$ cat src/rtl/pte_pkg.sv
package pte_pkg;

    typedef enum logic [0:0] {
        ST_IDLE  = 1'b0,
        ST_WRITE = 1'b1
    } wr_state_e;

    // Bit positions inside the 64-bit entry
    localparam int unsigned POS_VALID = 0;
    localparam int unsigned POS_RDOK  = 3;
    localparam int unsigned POS_TGT   = 4;
    localparam int unsigned POS_SYS   = 6;
    localparam int unsigned POS_LOG   = 7;
    localparam int unsigned POS_MTYPE = 40;
    localparam int unsigned POS_TAG   = 49;
    localparam int unsigned COMP_LSB  = 7;
    localparam int unsigned DELTA_SH  = 16;

endpackage

$ cat src/rtl/pte_chunk_pick.sv
module pte_chunk_pick #(
    parameter int IDX_W   = 20,
    parameter int CNT_W   = 20,
    parameter int MAX_LOG = 7,
    parameter int LOG_W   = 3
) (
    input  logic [IDX_W-1:0] idx,
    input  logic [CNT_W-1:0] remain,
    output logic [LOG_W-1:0] log_sz
);
    logic [MAX_LOG:0] fits;

    for (genvar s = 0; s <= MAX_LOG; s++) begin : g_fit
        localparam int unsigned SZ = 1 << s;
        assign fits[s] = (remain >= CNT_W'(SZ)) && ((idx & IDX_W'(SZ - 1)) == '0);
    end

    // Ascending scan: the largest fitting size wins
    always_comb begin
        log_sz = '0;
        for (int s = 0; s <= MAX_LOG; s++) begin
            if (fits[s]) log_sz = LOG_W'(s);
        end
    end
endmodule

$ cat src/rtl/pte_tag_calc.sv
module pte_tag_calc #(
    parameter int PHYS_W = 40,
    parameter int TAG_W  = 15
) (
    input  logic [TAG_W-1:0]  tag_base,
    input  logic [PHYS_W-1:0] delta,
    input  logic [1:0]        comp,
    output logic [TAG_W-1:0]  tag
);
    import pte_pkg::*;

    logic [TAG_W-1:0] units;

    always_comb begin
        units = TAG_W'(delta >> DELTA_SH);
        tag   = tag_base + TAG_W'(units * TAG_W'(comp));
    end
endmodule

$ cat src/rtl/pte_entry_enc.sv
module pte_entry_enc #(
    parameter int PHYS_W  = 40,
    parameter int MTYPE_W = 9,
    parameter int TAG_W   = 15,
    parameter int LOG_W   = 3
) (
    input  logic [PHYS_W-1:0]  phys,
    input  logic [1:0]         tgt,
    input  logic               sys,
    input  logic               wo,
    input  logic [LOG_W-1:0]   log_sz,
    input  logic [MTYPE_W-1:0] mtype,
    input  logic [TAG_W-1:0]   tag,
    input  logic               tag_en,
    input  logic               unmap,
    input  logic               half,
    output logic [31:0]        word
);
    import pte_pkg::*;

    logic [63:0] ent;

    always_comb begin
        ent                      = '0;
        ent[PHYS_W-1:0]          = phys;
        ent[POS_VALID]           = 1'b1;
        ent[POS_RDOK]            = ent[POS_RDOK] | ~wo;
        ent[POS_TGT +: 2]        = ent[POS_TGT +: 2] | tgt;
        ent[POS_SYS]             = ent[POS_SYS] | sys;
        ent[POS_LOG +: LOG_W]    = ent[POS_LOG +: LOG_W] | log_sz;
        ent[POS_MTYPE +: MTYPE_W] = ent[POS_MTYPE +: MTYPE_W] | mtype;
        if (tag_en) ent[POS_TAG +: TAG_W] = ent[POS_TAG +: TAG_W] | tag;
        if (unmap) ent = '0;
        word = half ? ent[63:32] : ent[31:0];
    end
endmodule

$ cat src/rtl/pte_run_writer.sv
module pte_run_writer #(
    parameter int IDX_W   = 20,
    parameter int CNT_W   = 20,
    parameter int PHYS_W  = 40,
    parameter int MTYPE_W = 9,
    parameter int TAG_W   = 15,
    parameter int MAX_LOG = 7
) (
    input  logic                      clk,
    input  logic                      rst_n,
    input  logic [PHYS_W-1:0]         stolen_base,
    input  logic                      req_valid,
    output logic                      req_ready,
    input  logic                      req_unmap,
    input  logic [IDX_W-1:0]          req_index,
    input  logic [CNT_W-1:0]          req_count,
    input  logic [PHYS_W-1:0]         req_phys,
    input  logic [MTYPE_W-1:0]        req_mtype,
    input  logic [5:0]                req_pshift,
    input  logic [TAG_W-1:0]          req_tag_base,
    input  logic [PHYS_W-1:0]         req_delta,
    input  logic                      req_sys,
    input  logic                      req_wo,
    output logic                      wr_valid,
    input  logic                      wr_ready,
    output logic [IDX_W+2:0]          wr_addr,
    output logic [31:0]               wr_data,
    output logic                      done
);
    import pte_pkg::*;

    localparam int LOG_W   = $clog2(MAX_LOG + 1);
    localparam int CHUNK_W = MAX_LOG + 1;

    typedef struct packed {
        wr_state_e          st;
        logic               half;
        logic               unmap;
        logic [IDX_W-1:0]   idx;
        logic [CNT_W-1:0]   remain;
        logic [CHUNK_W-1:0] chunk_left;
        logic [LOG_W-1:0]   log_sz;
        logic [PHYS_W-1:0]  phys;
        logic [PHYS_W-1:0]  delta;
        logic [TAG_W-1:0]   tag;
        logic [TAG_W-1:0]   tag_base;
        logic [1:0]         tgt;
        logic               sys;
        logic               wo;
        logic [MTYPE_W-1:0] mtype;
        logic [5:0]         pshift;
        logic               done;
    } regs_t;

    regs_t q, d;

    logic [IDX_W-1:0]  sel_idx;
    logic [CNT_W-1:0]  sel_rem;
    logic [LOG_W-1:0]  sel_log;
    logic [PHYS_W-1:0] step_bytes;
    logic [PHYS_W-1:0] phys_adv;
    logic [PHYS_W-1:0] delta_adv;
    logic [PHYS_W-1:0] tc_delta;
    logic [TAG_W-1:0]  tc_base;
    logic [1:0]        tc_comp;
    logic [TAG_W-1:0]  tc_tag;
    logic              idle;
    logic              fire;

    assign idle = (q.st == ST_IDLE);
    assign fire = (q.st == ST_WRITE) && wr_ready;

    // Chunk selection looks at the request when idle, else at the next entry
    always_comb begin
        sel_idx    = idle ? req_index : q.idx + IDX_W'(1);
        sel_rem    = idle ? req_count : q.remain - CNT_W'(1);
        step_bytes = (PHYS_W'(1) << q.log_sz) << q.pshift;
        phys_adv   = q.phys + step_bytes;
        delta_adv  = q.delta + step_bytes;
        tc_delta   = idle ? req_delta : delta_adv;
        tc_base    = idle ? req_tag_base : q.tag_base;
        tc_comp    = idle ? req_mtype[COMP_LSB +: 2] : q.mtype[COMP_LSB +: 2];
    end

    pte_chunk_pick #(
        .IDX_W  (IDX_W),
        .CNT_W  (CNT_W),
        .MAX_LOG(MAX_LOG),
        .LOG_W  (LOG_W)
    ) u_pick (
        .idx   (sel_idx),
        .remain(sel_rem),
        .log_sz(sel_log)
    );

    pte_tag_calc #(
        .PHYS_W(PHYS_W),
        .TAG_W (TAG_W)
    ) u_tag (
        .tag_base(tc_base),
        .delta   (tc_delta),
        .comp    (tc_comp),
        .tag     (tc_tag)
    );

    always_comb begin
        d      = q;
        d.done = 1'b0;
        if (idle) begin
            if (req_valid) begin
                if (req_count == '0) begin
                    d.done = 1'b1;
                end else begin
                    d.st         = ST_WRITE;
                    d.half       = 1'b0;
                    d.unmap      = req_unmap;
                    d.idx        = req_index;
                    d.remain     = req_count;
                    d.log_sz     = sel_log;
                    d.chunk_left = CHUNK_W'(1) << sel_log;
                    d.phys       = req_phys + stolen_base;
                    d.tgt        = (stolen_base != '0) ? 2'd3 : 2'd0;
                    d.delta      = req_delta;
                    d.tag_base   = req_tag_base;
                    d.tag        = tc_tag;
                    d.sys        = req_sys;
                    d.wo         = req_wo;
                    d.mtype      = req_mtype;
                    d.pshift     = req_pshift;
                end
            end
        end else if (fire) begin
            if (!q.half) begin
                d.half = 1'b1;
            end else begin
                d.half   = 1'b0;
                d.idx    = q.idx + IDX_W'(1);
                d.remain = q.remain - CNT_W'(1);
                if (q.remain == CNT_W'(1)) begin
                    d.st   = ST_IDLE;
                    d.done = 1'b1;
                end else if (q.chunk_left == CHUNK_W'(1)) begin
                    d.log_sz     = sel_log;
                    d.chunk_left = CHUNK_W'(1) << sel_log;
                    d.phys       = phys_adv;
                    d.delta      = delta_adv;
                    d.tag        = tc_tag;
                end else begin
                    d.chunk_left = q.chunk_left - CHUNK_W'(1);
                end
            end
        end
    end

    always_ff @(posedge clk or negedge rst_n) begin
        if (!rst_n) q <= '0;
        else        q <= d;
    end

    pte_entry_enc #(
        .PHYS_W (PHYS_W),
        .MTYPE_W(MTYPE_W),
        .TAG_W  (TAG_W),
        .LOG_W  (LOG_W)
    ) u_enc (
        .phys  (q.phys),
        .tgt   (q.tgt),
        .sys   (q.sys),
        .wo    (q.wo),
        .log_sz(q.log_sz),
        .mtype (q.mtype),
        .tag   (q.tag),
        .tag_en(q.mtype[COMP_LSB +: 2] != 2'd0),
        .unmap (q.unmap),
        .half  (q.half),
        .word  (wr_data)
    );

    assign req_ready = idle;
    assign wr_valid  = (q.st == ST_WRITE);
    assign wr_addr   = {q.idx, q.half, 2'b00};
    assign done      = q.done;

    // a stalled word holds address and data
    a_r2_hold_stalled: assert property (@(posedge clk) disable iff (!rst_n)
        wr_valid && !wr_ready |=> wr_valid && $stable(wr_addr) && $stable(wr_data));

    // accepted words advance the byte address by 4
    a_r2_addr_step: assert property (@(posedge clk) disable iff (!rst_n)
        wr_valid && wr_ready |=> !wr_valid || (wr_addr == $past(wr_addr) + (IDX_W+3)'(4)));

    // a run starts aligned and fits in what remains
    a_r6_run_fits: assert property (@(posedge clk) disable iff (!rst_n)
        (wr_valid && !q.half && q.chunk_left == (CHUNK_W'(1) << q.log_sz)) |->
        (((q.idx & IDX_W'((CHUNK_W'(1) << q.log_sz) - CHUNK_W'(1))) == '0) &&
         (q.remain >= CNT_W'(q.chunk_left))));

    // unmap writes only zero words
    a_r9_unmap_zero: assert property (@(posedge clk) disable iff (!rst_n)
        wr_valid && q.unmap |-> wr_data == 32'd0);

    // no word is offered while a request can be taken
    a_r10_idle_no_write: assert property (@(posedge clk) disable iff (!rst_n)
        req_ready |-> !wr_valid);

    // done follows a final word or a zero-count request
    a_r10_done_cause: assert property (@(posedge clk) disable iff (!rst_n)
        $rose(done) |-> $past(wr_valid && wr_ready) ||
                        $past(req_valid && req_ready && req_count == '0));
endmodule

$ cat config.mk
export PLATFORM = sky130hd
export DESIGN_NAME = pte_run_writer
export DESIGN_NICKNAME = d
export VERILOG_FILES = /design/src/rtl/pte_pkg.sv /design/src/rtl/pte_chunk_pick.sv /design/src/rtl/pte_tag_calc.sv /design/src/rtl/pte_entry_enc.sv /design/src/rtl/pte_run_writer.sv
export SDC_FILE = /design/constraint.sdc
export NUM_CORES = 1
export LEC_CHECK = 0
export ABC_AREA = 0
export BUFFER_PORTS_ARGS = -buffer_cell sky130_fd_sc_hd__buf_2
export CORE_AREA = 2 2 170 206
export CTS_BUF_LIST = sky130_fd_sc_hd__clkbuf_2
export DETAILED_ROUTE_END_ITERATION = 8
export DIE_AREA = 0 0 172 208
export GPL_TIMING_DRIVEN = 0
export HOLD_SLACK_MARGIN = 0.12
export PLACE_DENSITY_LB_ADDON = 0.05
export SLEW_MARGIN = 20
export SYNTH_ARGS = -nofsm -noshare
export SYNTH_HDL_FRONTEND = slang
export SYNTH_SLANG_ARGS = --single-unit
$ cat constraint.sdc
create_clock -name clk -period 9.8 [get_ports clk]
set_clock_uncertainty 0.15 [all_clocks]
set_input_delay 2.45 -clock clk [delete_from_list [all_inputs] [get_ports clk]]
set_output_delay 2.45 -clock clk [all_outputs]
set_load 0.01 [all_outputs]
* Word level (Yosys, flattened, before mapping)
Cells that the tools add are included.
W data, S select, Z words.
** Cells by class
- Add/sub/neg operators :: 7
- Multipliers :: 1
- Magnitude comparators :: 7
- Eq/ne operators :: 7
- Shift operators :: 3
- Mux-type cells :: 34
- Bitwise operators :: 7
- Reduce and logical (&&, ||, !) cells :: 24
** Operator list (count)
- $mux W146 :: 3
- $mux W184 :: 1
- $mux W183 :: 1
- $logic_not A20 Y1 :: 8
- $add A40 B40 Y40 :: 3
- $mux W106 :: 1
- $mux W98 :: 1
- $mux W64 :: 1
- $reduce_bool A40 Y1 :: 1
- $shl A1 B3 Y40 const A :: 1
- $shl A40 B6 Y40 :: 1
- $mux W32 :: 1
- $mux W31 :: 1
- $mux W15 :: 2
- $add A20 B1 Y20 const B :: 1
- $eq A20 B1 Y1 const B :: 1
- $ge A20 B2 Y1 const B :: 1
- $ge A20 B3 Y1 const B :: 1
- $ge A20 B4 Y1 const B :: 1
- $ge A20 B5 Y1 const B :: 1
- $ge A20 B6 Y1 const B :: 1
- $ge A20 B7 Y1 const B :: 1
- $ge A20 B8 Y1 const B :: 1
- $mux W20 :: 1
- 23 further kinds :: 54
** Word-level totals
- Register bits :: 184
- Bits of input ports :: 197
- Output and inout bits :: 58
- Word-level logic and storage cells :: 107

* Logic depth before layout (Yosys ltp)
- Depth in word-level cells :: 17
- Mapped depth :: 36
- Depth with buffers taken out :: 34

* By module
From an unflattened synthesis, not the netlist that was laid out.
** Second synthesis, totals
- Cells, all modules :: 2634
- Area total of the unflattened synthesis :: 19646.3 um^2
** By module, submodules not included
- pte_run_writer :: instances 1, cells an instance 2375, area an instance 17770.8 um^2, seq. area each 4579.4 um^2
- pte_tag_calc :: instances 1, cells an instance 169, area an instance 1214.9 um^2, seq. area each 0.0 um^2
- pte_entry_enc :: instances 1, cells an instance 68, area an instance 519.2 um^2, seq. area each 0.0 um^2
- pte_chunk_pick :: instances 1, cells an instance 22, area an instance 141.4 um^2, seq. area each 0.0 um^2

* Least setup slack after synthesis
No wires, ideal clock.
- Path kind :: register to register
- From :: register q[131] (netlist name)
- To :: register q[49] (netlist name)
- Setup time :: 76 ps
- Arrival time :: 6825 ps
- Data required time :: 9574 ps
- Slack :: 2748 ps
- Cell stages (with the launch flop) :: 33
- Buffers on the path :: 2
- Clock period less this slack :: 7052 ps
- Path through :: dfrtp_1 > buf_2 > buf_2 > nor4_1 > nand2_1 > nor2_1 > ha_1 > nor2_1 > o31ai_1 > a32oi_1 > a2111oi_1 > o311ai_1 > o21ai_2 > a221oi_2 > o21ai_1 > a21oi_1 > xnor2_1 > mux2i_1 > or2_1 > fa_1 > inv_1 > ha_1 > a21o_1 > a2111oi_0 > nor4_1 > a311o_1 > o31ai_1 > nor2b_1 > o21a_1 > nor2_1 > xnor2_1 > xnor3_1 > o21ai_1
** Between the ends
- Longest elaborated chain between the ends :: 11
- Elaborated cells between the ends (all ways) :: 13
- Those cells by class :: add/sub: 2; mul: 1; shift: 2; mux: 8
** RTL lines
- start: declaration :: line pte_run_writer.sv:55 : regs_t q, d;
- start signal: assignment :: line pte_run_writer.sv:156 : if (!rst_n) q <= '0;
- start signal: assignment :: line pte_run_writer.sv:157 : else q <= d;
- $shl A1 B3 Y40 * :: line pte_run_writer.sv:77 : step_bytes = (PHYS_W'(1) << q.log_sz) << q.pshift;
- $shl A40 B6 Y40 * :: line pte_run_writer.sv:77
- $add A40 B40 Y40 * :: line pte_run_writer.sv:79 : delta_adv = q.delta + step_bytes;
- $mux W31 * :: line pte_run_writer.sv:80 : tc_delta = idle ? req_delta : delta_adv;
- $mul A15 B2 Y15 * :: line pte_tag_calc.sv:16 : tag = tag_base + TAG_W'(units * TAG_W'(comp));
- $add A15 B15 Y15 * :: line pte_tag_calc.sv:16
- $mux W98 :: line pte_run_writer.sv:142 : end else if (q.chunk_left == CHUNK_W'(1)) begin
- $mux W106 :: line pte_run_writer.sv:139 : if (q.remain == CNT_W'(1)) begin
- $mux W146 :: line pte_run_writer.sv:133 : if (!q.half) begin
- $mux W146 :: line pte_run_writer.sv:132 : end else if (fire) begin
- $mux W146 * :: line pte_run_writer.sv:109 : if (idle) begin
Mark *: on every way between the ends. The rest lies on a longest branch, timed or not. The select of a mux whose other input is x is not followed.
A chain may end at the register's enable or synchronous reset.

* Worst setup path in the final report
- From :: register q[130] (netlist name)
- To :: register q[49] (netlist name)
The elaborated chain is that of the path after synthesis.

==> results.py <==
metrics = {
    "clock_network": {
        "postCtsHoldBufs": 0,
        "cts_tree": "built",
        "clk_latency_ns": 1.02,
        "htree_num_levels": 4,
        "clk_pin_slew_ns": 0.35,
        "ctsResizeCount": 0,
        "cts_buffers": 17,
        "clock-root-buffer": "clkbuf_2",
        "clock_sinks": 174,
        "clockBufferDepth": 2,
        "cts_setup_buffers": 0,
    },
    "synthesis": {
        "synth_cell_type_count": 100,
        "synth_cells": 2324,
        "ys_seq_elements": 174,
        "syn_avg_cell_area_um2": 7.61,
        "yosys_warnings": 0,
        "synthFlopType": "dfrtp_1",
        "netlist.area_leader.share_pct": 24.6,
        "synth-edff-count": 0,
        "ys_top_cells_by_area": "dfrtp_1 25%, ha_1 8.1%, nand2_1 6.8%",
        "synth_common_cells": "319 x nand2_1, 239 x nor2_1, 190 x a21oi_1",
        "async_flop_share_pct": 100,
        "syn_area_um2": 17700,
        "synth_seq_area_share_pct": 24.6,
        "synth_most_common_cell": "nand2_1",
        "yosys.area.top_type": "dfrtp_1",
    },
    "detailed_routing": {
        "vias": 19800,
        "viasPerCell": 6.48,
        "drcViolationCount": 0,
        "ant_nets": 0,
        "avgRoutedWirePerCell_um": 24.6,
        "initialDrtViolationCount": 2145,
        "drtPass1Iterations": 6,
        "routed_wl_mm": 75.1,
    },
    "placement": {
        "gp_congestion": 1.01,
        "portBuffers": 243,
        "hpwl_mm": 58.3,
    },
    "worst_setup_path": {
        "cp.arrival_ns": 10.17,
        "cp-start-kind": "flip-flop",
        "worst-path-max-fanout": 10,
        "crit_buf_inv": 3,
        "crit_required_ns": 10.61,
        "crit_slowest_cell": "a2111oi_1",
        "crit_path_end_kind": "flip-flop",
        "cp_top_family": "compound AO/OA/AOI/OAI gates",
        "timing.critical_path.mode_cell": "nor2_1",
        "critPathMaxStageDelay_ns": 0.70,
        "crit_type": "flip-flop to flip-flop",
    },
    "sta": {
        "fin_crit_sh_pct": 95.4,
        "setup_violations": 0,
        "slew_headroom_pct": 12.8,
        "drv_slew": 0,
        "worst_pin_slew_ns": 1.31,
        "rsz0062_at_grt": "false",
        "fin_crit_ns": 9.35,
        "fmax_ghz": 0.107,
        "finalSetupTns_ns": 0,
        "hold_viol_final": 0,
    },
    "grt": {
        "grt_max_degree": 96,
        "grt_pass1_wl_mm": 111,
        "first_global_vias": 18900,
        "antenna_found_initial": 2,
        "grtUsageTotal_pct": 41.6,
        "grt_overflow": 0,
    },
    "outcome": {
        "outcome": "finished clean",
    },
    "power_and_ir_drop": {
        "p_leak_nw": 9.44,
        "power_density_nw_per_um2": 159,
        "ir_worst_vdd_mv": 0.0825,
        "power_mw": 3.15,
    },
    "floorplan": {
        "die_area_um2": 35800,
        "start_util_pct": 52.5,
        "dieWidth_um": 172,
        "die_h_um": 208,
        "rows": 74,
        "core_area_um2": 33700,
        "pin_count": 255,
    },
    "layout": {
        "area_growth_pct": 11.8,
        "nNetsFinal": 2915,
        "final_util_pct": 58.7,
        "drive_gt1_share_pct": 14.1,
    },
    "run": {
        "maxCapViolCount": 0,
    },
    "hold_path": {
        "min_path_type": "flip-flop to flip-flop",
    },
}
logic make-up after synthesis:
| group | synth area share, % |
|---|---|
| adder cells (fa/ha/maj) | 10.2 |
| other | 0.0212 |
| buffers and inverters | 5.99 |
| multiplexers | 2.33 |
| AND/OR/NAND/NOR | 22.4 |
| XOR/XNOR | 7.05 |
| AO/OA/AOI/OAI | 27.4 |
| flip-flops | 24.6 |
registers in the layout, indices dropped and copies added (netlist names):
register,cells
q,151
wr_addr,21
done,1
wr_valid,1
where the power goes:
group | internal (mW) | switching, mW | leakage (nW)
sequential | 0.868 | 0.156 | 2.18
combinational | 0.639 | 1.03 | 7.10
clock | 0.109 | 0.346 | 0.151
metrics by stage:
stage	hold WS, ns	area (µm²)	cells	worst slack, ns
finish	0.369	19800	3060	0.446
floorplan	0.290	17700	2325	2.75
global placement	0.307	19500	3024	0.935
detailed placement	0.313	19500	3025	0.842
global route	0.404	19800	3058	0.131
CTS	0.371	19800	3057	0.720
worst min-delay path: cells and delay by family (launching register included):
family | cells | cell delay (ns)
DFF | 1 | 0.42
and+or+nand+nor | 2 | 0.10
layout make-up:
| class | count | area, µm² |
|---|---|---|
| diodes | 3 | 7.51 |
| plain buffers | 162 | 723 |
| clock buffers | 17 | 85.1 |
| clock inverters | 15 | 171 |
| fillers | 3313 | 13900 |
| inverters | 90 | 338 |
| multi-input cells | 1899 | 12300 |
| flip-flops and latches | 174 | 4350 |
| well taps | 456 | 571 |
| repair buffers | 244 | 1250 |
metal layers:
| layer | part of all wire, % | track usage (%) | vias to the layer above |
|---|---|---|---|
| met1 | 38 | 49.9 | 9434 |
| met4 | 7.5 | 29.1 | 0 |
| met5 | 0 | 0 | - |
| met2 | 46 | 66.8 | 1194 |
| li1 | - | - | 8925 |
| met3 | 8.7 | 7.61 | 262 |
path summary, 6_finish.rpt:
kind	from	end	slack (ns)	cells past startpoint
setup / recovery	q[130]$_DFFE_PN0P_	q[49]$_DFFE_PN0P_	0.45	32
hold / removal	q[30]$_DFFE_PN0P_	q[30]$_DFFE_PN0P_	0.37	2
setup reg to reg	q[130]$_DFFE_PN0P_	q[49]$_DFFE_PN0P_	0.45	32
hold reg to reg	q[30]$_DFFE_PN0P_	q[30]$_DFFE_PN0P_	0.37	2
max in group asynchronous	rst_n	q[24]$_DFFE_PN0P_	7.27	2
min in group asynchronous	rst_n	q[132]$_DFFE_PN0P_	1.25	1
cells in the final DEF (no fill, tap or decap), types with 22 or more instances in the layout:
cell type	netlist	layout
nor3_1	41	41
nand2_1	319	319
a21oi_1	190	190
buf_4	23	23
nor2_1	239	239
a31oi_1	35	35
nor4_1	31	31
a21o_1	86	86
inv_1	89	89
a22oi_1	41	41
o21bai_1	23	23
buf_2	15	257
xnor2_1	87	87
ha_1	115	115
nand2b_1	22	22
nand4_1	24	24
dfrtp_1	174	174
mux2i_1	31	31
nand3_1	57	57
xor2_1	49	49
clkbuf_1	104	104
o21ai_0	133	133
(Power assumes the default switching activity.)
